<file path="config.mk">
export PLATFORM = sky130hd
export DESIGN_NAME = pwm_audio_dac
export DESIGN_NICKNAME = d
export VERILOG_FILES = /design/src/rtl/pwm_dac_pkg.sv /design/src/rtl/pwm_period_counter.sv /design/src/rtl/pwm_sample_hold.sv /design/src/rtl/pwm_compare_out.sv /design/src/rtl/pwm_audio_dac.sv
export SDC_FILE = /design/constraint.sdc
export NUM_CORES = 1
export LEC_CHECK = 0
export ABC_AREA = 1
export BUFFER_PORTS_ARGS = -buffer_cell sky130_fd_sc_hd__buf_4
export CAP_MARGIN = 5
export CORE_MARGIN = 2
export CORE_UTILIZATION = 50
export DETAILED_ROUTE_END_ITERATION = 8
export PLACE_DENSITY = 0.74
export SLEW_MARGIN = 40
export SYNTH_ARGS = -nofsm -noshare
export SYNTH_HDL_FRONTEND = slang
export SYNTH_SLANG_ARGS = --single-unit
</file>
<file path="constraint.sdc">
create_clock -name clk -period 1.28 [get_ports clk]
set_input_delay 0.064 -clock clk [delete_from_list [all_inputs] [get_ports clk]]
set_output_delay 0.064 -clock clk [all_outputs]
set_load 0.02 [all_outputs]
</file>
<file path="src/rtl/pwm_dac_pkg.sv">
package pwm_dac_pkg;

  // Default geometry of the output stage.
  localparam int unsigned PWM_SAMPLE_W = 16;
  localparam int unsigned PWM_COUNT_W  = 9;

endpackage

</file>
<file path="src/rtl/pwm_period_counter.sv">
module pwm_period_counter #(
  parameter int unsigned CNT_W = 9
) (
  input  logic             clk,
  input  logic             rst,
  output logic [CNT_W-1:0] cnt_o,
  output logic             frame_start_o
);

  logic [CNT_W-1:0] cnt_q;

  // Free-running counter; wraps naturally at 2**CNT_W.
  always_ff @(posedge clk) begin
    if (rst) cnt_q <= '0;
    else     cnt_q <= cnt_q + 1'b1;
  end

  assign cnt_o         = cnt_q;
  assign frame_start_o = (cnt_q == '0);

  // each clock the count moves on by exactly one, wrapping at the top
  assert_cnt_step_R1: assert property (@(posedge clk) disable iff (rst)
    1'b1 |=> (cnt_q == CNT_W'($past(cnt_q) + 1'b1)));

  // reset leaves the counter at zero
  assert_cnt_reset_R7: assert property (@(posedge clk)
    rst |=> (cnt_q == '0));

endmodule

</file>
<file path="src/rtl/pwm_sample_hold.sv">
module pwm_sample_hold #(
  parameter int unsigned SAMPLE_W = 16
) (
  input  logic                clk,
  input  logic                rst,
  input  logic                load_i,
  input  logic [SAMPLE_W-1:0] sample_i,
  output logic [SAMPLE_W-1:0] held_o
);

  logic [SAMPLE_W-1:0] held_q;

  always_ff @(posedge clk) begin
    if (rst)         held_q <= '0;
    else if (load_i) held_q <= sample_i;
  end

  assign held_o = held_q;

  // outside the frame start the held sample never moves
  assert_hold_stable_R2: assert property (@(posedge clk) disable iff (rst)
    !load_i |=> $stable(held_q));

  // at the frame start the input is taken as it stands
  assert_hold_load_R2: assert property (@(posedge clk) disable iff (rst)
    load_i |=> (held_q == $past(sample_i)));

endmodule

</file>
<file path="src/rtl/pwm_compare_out.sv">
module pwm_compare_out #(
  parameter int unsigned SAMPLE_W = 16,
  parameter int unsigned CNT_W    = 9
) (
  input  logic                clk,
  input  logic                rst,
  input  logic [CNT_W-1:0]    cnt_i,
  input  logic [SAMPLE_W-1:0] held_i,
  output logic                pwm_o
);

  localparam int unsigned SHIFT = SAMPLE_W - CNT_W;

  // Count scaled up to sample width by zero bits below it.
  logic [SAMPLE_W-1:0] scaled_cnt;

  generate
    if (SHIFT == 0) begin : g_noshift
      assign scaled_cnt = cnt_i;
    end else begin : g_shift
      assign scaled_cnt = {cnt_i, {SHIFT{1'b0}}};
    end
  endgenerate

  function automatic logic slot_high(input logic [CNT_W-1:0] c,
                                     input logic [SAMPLE_W-1:0] s,
                                     input logic [SAMPLE_W-1:0] h);
    return (c == '0) || (s < h);
  endfunction

  logic slot_hit;
  logic pwm_q;

  assign slot_hit = slot_high(cnt_i, scaled_cnt, held_i);

  always_ff @(posedge clk) begin
    if (rst) pwm_q <= 1'b0;
    else     pwm_q <= slot_hit;
  end

  assign pwm_o = pwm_q;

  // count zero always gives a high slot
  assert_zero_slot_high_R4: assert property (@(posedge clk) disable iff (rst)
    (cnt_i == '0) |=> pwm_q);

  // full-scale held value keeps the output high
  assert_full_scale_R5: assert property (@(posedge clk) disable iff (rst)
    (held_i == {SAMPLE_W{1'b1}}) |=> pwm_q);

  // silent held value is low outside count zero
  assert_silent_low_R4: assert property (@(posedge clk) disable iff (rst)
    ((held_i == '0) && (cnt_i != '0)) |=> !pwm_q);

  // within a frame the output can only fall, never rise again
  assert_single_run_R6: assert property (@(posedge clk) disable iff (rst)
    ((cnt_i != '0) && !pwm_q) |=> !pwm_q);

  // reset clears the output
  assert_out_reset_R7: assert property (@(posedge clk)
    rst |=> !pwm_q);

endmodule

</file>
<file path="src/rtl/pwm_audio_dac.sv">
module pwm_audio_dac
  import pwm_dac_pkg::*;
#(
  parameter int unsigned SAMPLE_W = PWM_SAMPLE_W,
  parameter int unsigned CNT_W    = PWM_COUNT_W
) (
  input  logic                clk,
  input  logic                rst,
  input  logic [SAMPLE_W-1:0] sample_i,
  output logic                pwm_o
);

  logic [CNT_W-1:0]    cnt;
  logic                frame_start;
  logic [SAMPLE_W-1:0] held;

  pwm_period_counter #(.CNT_W(CNT_W)) u_counter (
    .clk           (clk),
    .rst           (rst),
    .cnt_o         (cnt),
    .frame_start_o (frame_start)
  );

  pwm_sample_hold #(.SAMPLE_W(SAMPLE_W)) u_hold (
    .clk      (clk),
    .rst      (rst),
    .load_i   (frame_start),
    .sample_i (sample_i),
    .held_o   (held)
  );

  pwm_compare_out #(.SAMPLE_W(SAMPLE_W), .CNT_W(CNT_W)) u_cmp (
    .clk    (clk),
    .rst    (rst),
    .cnt_i  (cnt),
    .held_i (held),
    .pwm_o  (pwm_o)
  );

endmodule

</file>
Word-level counts from Yosys, hierarchy flattened
Cells that the tools add are included.

Flip-flop bits (word level): 26. Bits in latches: 0. Bits in writable memories: 0. ROM bits: 0. Input bits: 18. Output and inout bits: 1. Word-level logic and storage cells: 7. Memories kept: 0.

$add $sub $neg: 1. Multipliers: 0. Divide/modulo/power cells: 0. Magnitude comparators: 1. Equality and inequality tests: 0. Shifts and indexed selects: 0. Multiplexer cells: 0. Bitwise operators: 0. Reductions and logical operators: 2.

Operators with widths (count): 16-bit < comparator (1); 9-bit by 1-bit adder with 9-bit output, second input constant (1); 9-bit zero test (1); 1-bit logical OR (1).

Longest topological paths before layout
Gate-level depths: netlist (run 1).

Word-level depth: 2. Depth in mapped cells: 9. Depth with buffers taken out: 9.

Hierarchy
Synthesis (run 1) repeated with hierarchy kept, for this count alone.

Cell total of the unflattened synthesis: 223. Area, all modules: 1430.1 um^2.

By module, submodules not included: pwm_sample_hold (times used 1, cells each 101, area each 670.6 um^2, seq. area each 320.3 um^2); pwm_period_counter (times used 1, cells each 61, area each 417.9 um^2, seq. area each 180.2 um^2); pwm_compare_out (times used 1, cells each 61, area each 341.6 um^2, seq. area each 20.0 um^2).

Worst setup path before layout (run 1)
Ideal clock, no wire load.

Kind: flip-flop to flip-flop. Start: register u_counter.cnt_q[0], in the netlist u_counter.cnt_o[0]. End: register u_hold.held_q[10], in the netlist u_hold.held_o[10]. Setup time: 0.116 ns. Arrival time: 1.148 ns. Data required time: 1.164 ns. Setup slack: 0.016 ns. Cell stages (with the launch flop): 9. Cell sequence: dfxtp_1 inv_1 ha_1 nand4_2 nor2_4 inv_2 buf_6 nor2_1 nor2_1.

Longest elaborated chain between the ends: 1.

Ends and longest elaborated chain: start: declaration (RTL line pwm_period_counter.sv:10) `logic [CNT_W-1:0] cnt_q;`; start signal: assignment (RTL line pwm_period_counter.sv:15) `else cnt_q <= cnt_q + 1'b1;`; 9-bit zero test (RTL line pwm_period_counter.sv:19) `assign frame_start_o = (cnt_q == '0);`; end signal: assignment (RTL line pwm_sample_hold.sv:15) `else if (load_i) held_q <= sample_i;`; end: declaration (RTL line pwm_sample_hold.sv:11) `logic [SAMPLE_W-1:0] held_q;`.

Every way passes these cells. A chain may end at the register's enable or synchronous reset.

Worst setup path after layout (run 1)
Start: register u_hold.held_q[15], in the netlist u_hold.held_o[15]. End: register u_cmp.pwm_q, in the netlist u_cmp.pwm_o.

Longest elaborated chain between the ends: 2.

Ends and longest elaborated chain: 16-bit < comparator (RTL line pwm_compare_out.sv:28) `return (c == '0) || (s < h);`; 1-bit logical OR (RTL line pwm_compare_out.sv:28); end signal: assignment (RTL line pwm_compare_out.sv:38) `else pwm_q <= slot_hit;`; end: declaration (RTL line pwm_compare_out.sv:32) `logic pwm_q;`.

Every way passes these cells.

==> results of run 1 <==
-- power by group through the flow --
stage | logic, mW | clock network (mW) | registers (mW)
floorplan | 0.251 | 0 | 0.934
finish | 0.561 | 0.417 | 0.929
CTS | 0.462 | 0.429 | 0.926
global route | 0.631 | 0.453 | 0.937
detailed placement | 0.388 | 0 | 0.939
global placement | 0.372 | 0 | 0.938
-- cell families after synthesis --
| logic type | Yosys count | share of synthesized area, % |
|---|---|---|
| AOI/OAI and AO/OA | 28 | 11.26 |
| and+or+nand+nor | 81 | 26.64 |
| DFF | 26 | 40.74 |
| buffers and inverters | 32 | 10.58 |
| adders and majority gates | 11 | 10.77 |
-- flip-flops by register name (all words and copies together) (netlist names) --
name and count:
u_cmp.pwm_o 1, u_counter.cnt_o 9, u_hold.held_o 16
-- cells in the final DEF, fill, tap and decap left out, types with 3 or more instances in the layout --
cell / netlist / layout
a21oi_1: 7 / 6
buf_4: 0 / 25
buf_6: 2 / 3
clkbuf_4: 0 / 3
dfxtp_1: 26 / 12
dfxtp_2: 0 / 12
dlygate4sd3_1: 0 / 17
ha_1: 11 / 4
ha_4: 0 / 7
inv_1: 27 / 24
inv_2: 1 / 4
nand2_1: 23 / 18
nand2_2: 0 / 4
nand3_1: 3 / 3
nor2_1: 47 / 34
nor2_2: 1 / 13
o21ai_0: 17 / 17
o21ai_1: 3 / 3
-- layer usage --
layer	global-route usage [%]	wire length (µm)	vias to the layer above	part of all wire, %
met1	25.89	1364	567	43
met3	5.191	116	10	3.6
met5	0	0	-	0
met4	5.000	71	0	2.2
li1	-	-	646	-
met2	42.77	1634	28	51
-- layout make-up --
| class | instances | area [µm²] |
|---|---|---|
| Timing Repair Buffer | 46 | 411.6 |
| Multi-Input combinational cell | 120 | 782.0 |
| Tap cell | 30 | 37.54 |
| Inverter | 28 | 105.1 |
| Sequential cell | 26 | 543.0 |
| Fill cell | 167 | 539.3 |
| Clock buffer | 4 | 36.28 |
-- synthesized netlist by cell type, types with 2 or more instances --
master / instances
o21ai_0: 17
ha_1: 11
inv_1: 27
nand3_1: 3
nand2_1: 23
a21oi_1: 7
o21ai_1: 3
nor2_1: 47
dfxtp_1: 26
buf_6: 2
nor3_1: 2
clkbuf_1: 2
-- worst max-delay path, cell delays in order (launching register included) --
cell,delay (ns)
dfxtp_2,0.36
inv_1,0.06
ha_4,0.28
nand2_4,0.06
nor2_4,0.12
nand2_2,0.07
nor2_1,0.10
nor2_1,0.06
nand2_1,0.10
a21oi_2,0.06
-- stage by stage --
stage,setup WS (ns),cells
6_report,-0.09009,254
5_1_grt,-0.1456,254
4_1_cts,0.001000,254
3_5_place_dp,-0.06067,232
3_3_place_gp,-0.03181,232
2_1_floorplan,0.01625,178
-- path summary, 6_finish.rpt --
| kind | to | slack (ns) | depth (start not counted) |
|---|---|---|---|
| max reg2reg | u_cmp.pwm_o | -0.09 | 9 |
| min reg2reg | u_hold.held_o[5] | 0.52 | 2 |
| max | u_cmp.pwm_o | -0.09 | 9 |
| min | u_cmp.pwm_o | 0.46 | 3 |
-- timing repair --
action	CTS	global route
hold buffers	17	0
gates resized for setup	16	38
endpoints found under the setup margin	19	19
setup buffers	1	0
pin swaps	9	14
hold endpoints to repair	20	0
==> flow_metrics.env, run 1 <==
export IMPL_hp_start="rst"
export IMPL_power_mw=1.907
export IMPL_dieWidth_um=54.55
export IMPL_die_height_um=54.55
export IMPL_finalSetupViolations=2
export IMPL_cp_max_fo=2
export IMPL_avgRoutedWirePerCell_um=12.54
export IMPL_synth_warnings=0
export IMPL_synth_seq_cells=26
export IMPL_clkSinkCount=26
export IMPL_cp_data_arrival_time_ns=1.61
export IMPL_detailed_place_area_mm2=0.001508
export IMPL_crit_path_end_kind="register"
export IMPL_nets=254
export IMPL_synth_top_area_share_pct=40.74
export IMPL_die_area_mm2=0.002975
export IMPL_yosysTopAreaCell="dfxtp_1"
export IMPL_drt_iter0_drc=19
export IMPL_grt_overflow_total=0
export IMPL_syn2layout_area_growth_pct=49.95
export IMPL_ys_seq_area_share_pct=40.74
export IMPL_worst_slew_pin_slew_ns=0.2163
export IMPL_diodes=0
export IMPL_cts_reportedPaths_clkPinSlew_ns=0.14
export IMPL_htreeDepth=1
export IMPL_p_leak_nw=0.8495
export IMPL_max_vdd_ir_drop_v=0.001055
export IMPL_synth_ff_type="dfxtp_1"
export IMPL_async_reset_ff_share_pct=0
export IMPL_drt_total_wl_mm=3.186
export IMPL_critical_path_class="register to register"
export IMPL_critPathRequiredTime_ns=1.52
export IMPL_place_congestion=0.7533
export IMPL_grt_pass1_vias=1168
export IMPL_violations="negative setup slack"
export IMPL_ios=19
export IMPL_remaining_drc_errors=0
export IMPL_insertion_delay_ns=0.32
export IMPL_seq_power_share_pct=48.7
export IMPL_numCtsBuffers=3
export IMPL_fp_row_count=18
export IMPL_setup_ws_ns=-0.09009
export IMPL_combinationalPowerShare_pct=29.4
export IMPL_postRouteAntennaNets=0
export IMPL_hold_viol=0
export IMPL_power_density_mw_per_mm2=995.6
export IMPL_synth_area_top_cells="dfxtp_1 41%, nor2_1 14%, ha_1 11%"
export IMPL_cts_tree="built"
export IMPL_clockBufferDepth=2
export IMPL_vias=1251
export IMPL_swShare_pct=29.64
export IMPL_track_usage_pct=22.78
export IMPL_synth_nets=207
export IMPL_grt_first_pass_wirelength_mm=4.795
export IMPL_grt_max_degree=17
export IMPL_antenna_found_initial=0
export IMPL_p_sw_uw=565.4
export IMPL_critPathLaunchType="register"
export IMPL_dp_hpwl_mm=2.013
export IMPL_io_buffers=18
export IMPL_clock_skew_ns=0.003980
export IMPL_final_setup_tns_ns=-0.1014
export IMPL_hold_class="primary input to register"
export IMPL_fin_util_pct=78.03
export IMPL_startpoint="u_hold.held_o[15]"
export IMPL_period_share_pct=107.0
export IMPL_reg2reg_from="u_hold.held_o[15]"
export IMPL_synth_cells=178
export IMPL_internal_power_mw=1.342
export IMPL_fin_hold_ws_ns=0.4600
export IMPL_fin_crit_ns=1.370
export IMPL_synth_edff_count=0
export IMPL_outcome="complete, but fails checks"
export IMPL_finalInstanceArea_mm2=0.001916
export IMPL_rsz0062_at_grt="yes"
export IMPL_drive_gt1_share_pct=37.05
export IMPL_post_drt_via_cell_ratio=4.925
export IMPL_fmax_ghz=0.7299
export IMPL_syn_area_mm2=0.001277
export IMPL_post_synth_num_cell_types=20
export IMPL_synth_area_per_cell_um2=7.177
export IMPL_clock_power_share_pct=21.9
export IMPL_first_pass_iters=4
export IMPL_max_cap_violations=0
export IMPL_floorplan_initialDensity_pct=52.04
export IMPL_drv_slew=0
export IMPL_max_slew_margin_pct=85.57
export IMPL_core_mm2=0.002455
export IMPL_cts_root_buffer="clkbuf_4"
No activity file was read; power rests on OpenSTA's default activity.
==> run 2: changes to the inputs <==
--- a/config.mk
+++ b/config.mk
@@ -5,13 +5,13 @@
 export SDC_FILE = /design/constraint.sdc
 export NUM_CORES = 1
 export LEC_CHECK = 0
-export ABC_AREA = 1
+export ABC_AREA = 0
 export BUFFER_PORTS_ARGS = -buffer_cell sky130_fd_sc_hd__buf_4
 export CAP_MARGIN = 5
 export CORE_MARGIN = 2
-export CORE_UTILIZATION = 50
+export CORE_UTILIZATION = 49
 export DETAILED_ROUTE_END_ITERATION = 8
-export PLACE_DENSITY = 0.74
+export PLACE_DENSITY = 0.73
 export SLEW_MARGIN = 40
 export SYNTH_ARGS = -nofsm -noshare
 export SYNTH_HDL_FRONTEND = slang
==> flow_metrics.env, run 2 <==
export IMPL_outcome="complete, but fails checks"
export IMPL_drv_slew=0
export IMPL_postRouteAntennaNets=0
export IMPL_area_sequential_um2=550.5
export IMPL_cts_root_buffer="clkbuf_4"
export IMPL_ys_seq_area_share_pct=42.49
export IMPL_post_drt_via_cell_ratio=5.507
export IMPL_fin_crit_ns=1.478
export IMPL_track_usage_pct=26.07
export IMPL_async_reset_ff_share_pct=0
export IMPL_synth_edff_count=0
export IMPL_vias=1173
export IMPL_cp_max_fo=5
export IMPL_htreeDepth=1
export IMPL_insertion_delay_ns=0.33
export IMPL_reg2reg_from="u_counter.cnt_o[0]"
export IMPL_syn2layout_area_growth_pct=60.88
export IMPL_crit_chain="inv_2, ha_4, nor4b_4, buf_4, nand2_8, mux2i_1, nor2_1"
export IMPL_crit_slowest_cell="dfxtp_4"
export IMPL_first_pass_iters=4
export IMPL_path_buf_inv=2
export IMPL_numCtsBuffers=3
export IMPL_power_mw=1.917
export IMPL_synth_most_common_cell="dfxtp_1"
export IMPL_synth_warnings=0
export IMPL_max_cap_violations=0
export IMPL_cts_tree="built"
export IMPL_synth_cells=128
export IMPL_clkSinkCount=26
export IMPL_clockBufferDepth=2
export IMPL_p_leak_nw=0.8605
export IMPL_most_common_layout_cells="33 x buf_4, 21 x nor2_1, 16 x mux2i_1"
export IMPL_max_slew_margin_pct=73.61
export IMPL_diodes=0
export IMPL_synth_nets=157
export IMPL_crit_path_end_kind="register"
export IMPL_grt_pass1_vias=1145
export IMPL_synth_common_cells="26 x dfxtp_1, 21 x nor2_1, 16 x mux2i_1"
export IMPL_critPathRequiredTime_ns=1.51
export IMPL_hp_start="sample_i[8]"
export IMPL_floorplan_initialDensity_pct=50.36
export IMPL_place_congestion=0.8243
export IMPL_worst_slew_pin_slew_ns=0.3923
export IMPL_grt_max_degree=27
export IMPL_final_common_cell="buf_4"
export IMPL_crit_family="simple AND/OR/NAND/NOR gates"
export IMPL_fp_row_count=18
export IMPL_nets=213
export IMPL_clock_skew_ns=0.004231
export IMPL_drt_iter0_drc=43
export IMPL_io_buffers=18
export IMPL_drive_gt1_share_pct=44.81
export IMPL_syn_area_mm2=0.001225
export IMPL_avgRoutedWirePerCell_um=17.13
export IMPL_yosysTopAreaCell="dfxtp_1"
export IMPL_ios=19
export IMPL_drt_total_wl_mm=3.649
export IMPL_grt_overflow_total=0
export IMPL_max_vdd_ir_drop_v=0.001006
export IMPL_nFillCells=134
export IMPL_synth_area_top_cells="dfxtp_1 42%, mux2i_1 13%, ha_1 11%"
export IMPL_dieWidth_um=54
export IMPL_rsz0062_at_grt="yes"
export IMPL_critical_path_class="register to register"
export IMPL_power_density_mw_per_mm2=972.9
export IMPL_dpl_worst_slack_ns=-0.1429
export IMPL_synth_area_per_cell_um2=9.570
export IMPL_synth_ff_type="dfxtp_1"
export IMPL_dp_hpwl_mm=1.804
export IMPL_cpPeakStageDelay_ns=0.39
export IMPL_cts_reportedPaths_clkPinSlew_ns=0.14
export IMPL_critPathLaunchType="register"
export IMPL_hold_viol=1
export IMPL_remaining_drc_errors=0
export IMPL_grt_first_pass_wirelength_mm=5.319
export IMPL_die_height_um=54
export IMPL_setup_ws_ns=-0.1981
export IMPL_fmax_ghz=0.6765
export IMPL_largest_reg_flops=16
export IMPL_startpoint="u_counter.cnt_o[0]"
export IMPL_cp_data_arrival_time_ns=1.71
export IMPL_antenna_found_initial=0
export IMPL_fin_hold_ws_ns=-0.004231
export IMPL_multi_input_area_um2=842.1
export IMPL_hold_class="primary input to register"
export IMPL_post_synth_num_cell_types=28
export IMPL_core_mm2=0.002432
export IMPL_finalSetupViolations=18
export IMPL_die_area_mm2=0.002916
export IMPL_synth_top_area_share_pct=42.49
export IMPL_synth_seq_cells=26
export IMPL_violations="negative hold slack, negative setup slack"
export IMPL_period_share_pct=115.5
[run 2: stage by stage]
stage	TNS [ns]	utilization (%)	instance area (µm²)	instances
finish	-2.558	81.02	1971	213
global route	-3.575	81.02	1971	213
CTS	-1.418	77.31	1881	211
detailed placement	-1.618	61.52	1496	185
global placement	-0.9352	61.52	1496	185
floorplan	-0.4188	-	1252	128
[run 2: power by group]
group | total [mW] | switching (mW) | leakage [nW] | internal (mW)
Combinational | 0.581 | 0.282 | 0.619 | 0.299
Sequential | 0.910 | 0.0426 | 0.221 | 0.867
Clock | 0.426 | 0.252 | 0.0210 | 0.174
[run 2: worst register-to-register path, delay by kind of cell (launching register included)]
family / cells / cell delay (ns)
and+or+nand+nor: 3 / 0.40
muxes: 1 / 0.22
buffers and inverters: 2 / 0.26
DFF: 1 / 0.39
adders and majority gates: 1 / 0.11
[run 2: final timing paths]
kind | end | slack (ns) | cells past startpoint
worst max-delay path | u_hold.held_o[4] | -0.20 | 7
worst min-delay path | u_hold.held_o[8] | -0.004 | 3
worst max register to register | u_hold.held_o[4] | -0.20 | 7
worst min register to register | u_counter.cnt_o[0] | 0.47 | 1
[run 2: kinds of logic (layout without fill, tap and decap cells)]
| family | after synthesis | count (layout) | synth area share, % |
|---|---|---|---|
| AND/OR/NAND/NOR | 42 | 44 | 18.49 |
| flip-flops | 26 | 26 | 42.49 |
| multiplexers | 16 | 16 | 13.07 |
| buffers and inverters | 15 | 68 | 5.209 |
| AO/OA/AOI/OAI | 14 | 14 | 6.640 |
| adder cells (fa/ha/maj) | 11 | 11 | 11.24 |
| XOR/XNOR | 4 | 4 | 2.861 |
[run 2: final cells by class]
| type | count | area share, % |
|---|---|---|
| multi-input combinational | 89 | 42.73 |
| sequential | 26 | 27.94 |
| timing repair buffer | 53 | 23.49 |
| inverter | 11 | 2.095 |
| tap | 30 | 1.905 |
| clock buffer | 4 | 1.841 |
[run 2: what timing repair did]
action,4_1_cts,5_1_grt
cloned,2,0
pin swaps,7,20
endpoints found under the hold margin,15,0
buffers inserted,5,2
setup endpoints to repair,20,22
resized for setup,31,16
hold buffers,15,0
[run 2: per-layer routing]
metal  global-route usage, %  up-vias  part of all wire (%)
met2                   46.54       37                    51
met3                   3.889       15                   3.3
met5                       0        -                     0
met1                   31.02      569                    42
li1                        -      552                     -
met4                   10.42        0                   3.4
==> run 3: changes to the inputs <==
--- a/config.mk
+++ b/config.mk
@@ -11,8 +11,10 @@
 export CORE_MARGIN = 2
 export CORE_UTILIZATION = 49
 export DETAILED_ROUTE_END_ITERATION = 8
+export MAX_ROUTING_LAYER = met4
 export PLACE_DENSITY = 0.73
 export SLEW_MARGIN = 40
 export SYNTH_ARGS = -nofsm -noshare
 export SYNTH_HDL_FRONTEND = slang
+export SYNTH_HIERARCHICAL = 1
 export SYNTH_SLANG_ARGS = --single-unit
==> flow_metrics.env, run 3 <==
export IMPL_ys_seq_area_share_pct=40.99
export IMPL_dpl_cell_count=194
export IMPL_outcome="complete, but fails checks"
export IMPL_track_usage_pct=20.95
export IMPL_dieWidth_um=54.91
export IMPL_drt_iter0_drc=33
export IMPL_cpPeakStageDelay_ns=0.36
export IMPL_fin_hold_ws_ns=0.08253
export IMPL_hold_class="primary input to register"
export IMPL_critPathRequiredTime_ns=1.50
export IMPL_htreeDepth=1
export IMPL_crit_path_end_kind="register"
export IMPL_hold_viol=0
export IMPL_rrSetupSlack_ns=-0.22
export IMPL_dpl_worst_slack_ns=-0.1599
export IMPL_vias=1132
export IMPL_clock_skew_ns=0.001788
export IMPL_crit_family="simple AND/OR/NAND/NOR gates"
export IMPL_swShare_pct=26.79
export IMPL_die_area_mm2=0.003015
export IMPL_cts_root_buffer="clkbuf_4"
export IMPL_finalSetupViolations=20
export IMPL_post_synth_num_cell_types=30
export IMPL_fmax_ghz=0.6660
export IMPL_p_sw_uw=486.0
export IMPL_synth_cells=137
export IMPL_synth_nets=166
export IMPL_max_cap_violations=0
export IMPL_insertion_delay_ns=0.32
export IMPL_internal_power_mw=1.328
export IMPL_drive_gt1_share_pct=32.80
export IMPL_clkSinkCount=26
export IMPL_worst_slew_pin_slew_ns=0.3476
export IMPL_detailed_place_area_mm2=0.001523
export IMPL_remaining_drc_errors=0
export IMPL_reg2reg_from="u_counter/cnt_o[3]"
export IMPL_synth_top_area_share_pct=40.99
export IMPL_period_share_pct=117.3
export IMPL_antenna_found_initial=0
export IMPL_grt_pass1_vias=1012
export IMPL_fp_row_count=18
export IMPL_syn2layout_area_growth_pct=46.60
export IMPL_avgRoutedWirePerCell_um=14.22
export IMPL_fin_cells=216
export IMPL_grt_overflow_total=0
export IMPL_synth_common_cells="26 x dfxtp_1, 23 x nor2_1, 16 x mux2i_1"
export IMPL_synth_ff_type="dfxtp_1"
export IMPL_synth_area_per_cell_um2=9.270
export IMPL_postRouteAntennaNets=0
export IMPL_clock_power_share_pct=22.5
export IMPL_r2r_cells=5
export IMPL_largest_reg_flops=16
export IMPL_cp_data_arrival_time_ns=1.72
export IMPL_holdPathEnd="u_hold/held_o[6]"
export IMPL_ios=19
export IMPL_rsz0062_at_grt="yes"
export IMPL_yosysTopAreaCell="dfxtp_1"
export IMPL_clockBufferDepth=2
export IMPL_hp_start="rst"
export IMPL_drv_slew=0
export IMPL_synth_most_common_cell="dfxtp_1"
export IMPL_die_height_um=54.91
export IMPL_most_common_layout_cells="29 x buf_4, 23 x nor2_1, 16 x dlygate4sd3_1, 16 x dfxtp_1, 16 x mux2i_1"
export IMPL_fin_util_pct=75.15
export IMPL_critPathLaunchType="register"
export IMPL_hold_depth=2
export IMPL_cts_tree="built"
export IMPL_nets=216
export IMPL_place_congestion=0.8143
export IMPL_floorplan_initialDensity_pct=51.26
export IMPL_synth_edff_count=0
export IMPL_setup_ws_ns=-0.2216
export IMPL_io_buffers=18
export IMPL_fin_crit_ns=1.502
export IMPL_syn_area_mm2=0.001270
export IMPL_core_mm2=0.002477
export IMPL_synth_seq_cells=26
export IMPL_seq_power_share_pct=50.5
export IMPL_crit_chain="nor4_2, and4b_2, buf_12, mux2i_1, nor2_1"
export IMPL_max_slew_margin_pct=76.62
export IMPL_synth_warnings=6
export IMPL_drt_total_wl_mm=3.072
export IMPL_grt_first_pass_wirelength_mm=4.326
export IMPL_async_reset_ff_share_pct=0
export IMPL_post_drt_via_cell_ratio=5.241
export IMPL_p_leak_nw=0.8265
export IMPL_diodes=0
export IMPL_crit_slowest_cell="dfxtp_2"
export IMPL_final_common_cell="buf_4"
export IMPL_numCtsBuffers=3
export IMPL_rr_endpoint="u_hold/held_o[0]"
export IMPL_power_density_mw_per_mm2=974.3
export IMPL_finalInstanceArea_mm2=0.001862
export IMPL_first_pass_iters=5
export IMPL_cts_reportedPaths_clkPinSlew_ns=0.13
export IMPL_synth_area_top_cells="dfxtp_1 41%, mux2i_1 13%, ha_1 11%"
export IMPL_cp_max_fo=8
export IMPL_dp_hpwl_mm=1.889
export IMPL_violations="negative setup slack"
export IMPL_max_vdd_ir_drop_v=0.0007278
export IMPL_combinationalPowerShare_pct=27.0
export IMPL_grt_max_degree=27
export IMPL_path_buf_inv=1
export IMPL_critical_path_class="register to register"
run 3: cell count changes after synthesis, sizes merged, moves of 2 or more:
cell / delta
nor2: +2
nand2: -2
o21ai: +2
buf: +2
nand4: +2
xor2: -2
run 3: routing by layer:
| layer | vias up | wire length (µm) | part of all wire (%) | GRT usage, % |
|---|---|---|---|---|
| met5 | - | 0 | 0 | - |
| met4 | 0 | 15 | 0.49 | 7.317 |
| met3 | 2 | 150 | 4.9 | 4.032 |
| met2 | 38 | 1634 | 53 | 36.51 |
| met1 | 514 | 1271 | 41 | 23.99 |
| li1 | 578 | - | - | - |
run 3: layout make-up:
cell class | count | area, µm²
clock buffers | 4 | 36.28
multi-input cells | 94 | 748.2
repair buffers | 50 | 456.7
inverters | 12 | 45.04
well taps | 30 | 37.54
fillers | 184 | 615.6
flip-flops and latches | 26 | 538.0
run 3: what timing repair did:
item / in CTS / in global routing
cloned: 0 / 1
pin swaps: 6 / 15
setup buffers: 1 / 0
gates resized for setup: 11 / 14
endpoints found under the setup margin: 21 / 22
hold buffers: 16 / 0
hold endpoints to repair: 16 / 0
run 3: per-stage QoR:
| stage | setup TNS [ns] | power (mW) |
|---|---|---|
| final | -3.052 | 1.814 |
| after global routing | -4.746 | 1.912 |
| after CTS | -2.507 | 1.766 |
| after detailed placement | -2.156 | 1.298 |
| after global placement | -1.240 | 1.281 |
| after floorplan | -1.046 | 1.189 |
run 3: logic make-up (layout without fill, tap and decap cells):
kind of cell    count (synthesis)  count (layout)  share of synthesized area [%]
xor+xnor                        3               3                          2.069
buf+inv                        17              66                          6.994
compound gates                 17              17                          7.784
flops                          26              26                          40.99
fa+ha+maj                      11              11                          10.84
simple gates                   47              47                          18.72
mux                            16              16                          12.61
run 3: power by group through the flow:
stage	logic [mW]	clock network [mW]	registers, mW
4_1_cts	0.425	0.430	0.911
3_3_place_gp	0.358	0	0.923
2_1_floorplan	0.263	0	0.925
3_5_place_dp	0.373	0	0.926
5_1_grt	0.530	0.459	0.923
6_report	0.490	0.408	0.917
run 3: worst max-delay path by stage:
stage	startpoint	endpoint	depth (start not counted)
floorplan	u_counter/cnt_o[6]	u_hold/held_o[10]	6
global placement	u_hold/held_o[14]	u_cmp/pwm_o	6
detailed placement	u_hold/held_o[14]	u_cmp/pwm_o	6
CTS	u_counter/cnt_o[7]	u_hold/held_o[13]	5
global route	u_counter/cnt_o[3]	u_hold/held_o[0]	5
finish	u_counter/cnt_o[3]	u_hold/held_o[0]	5
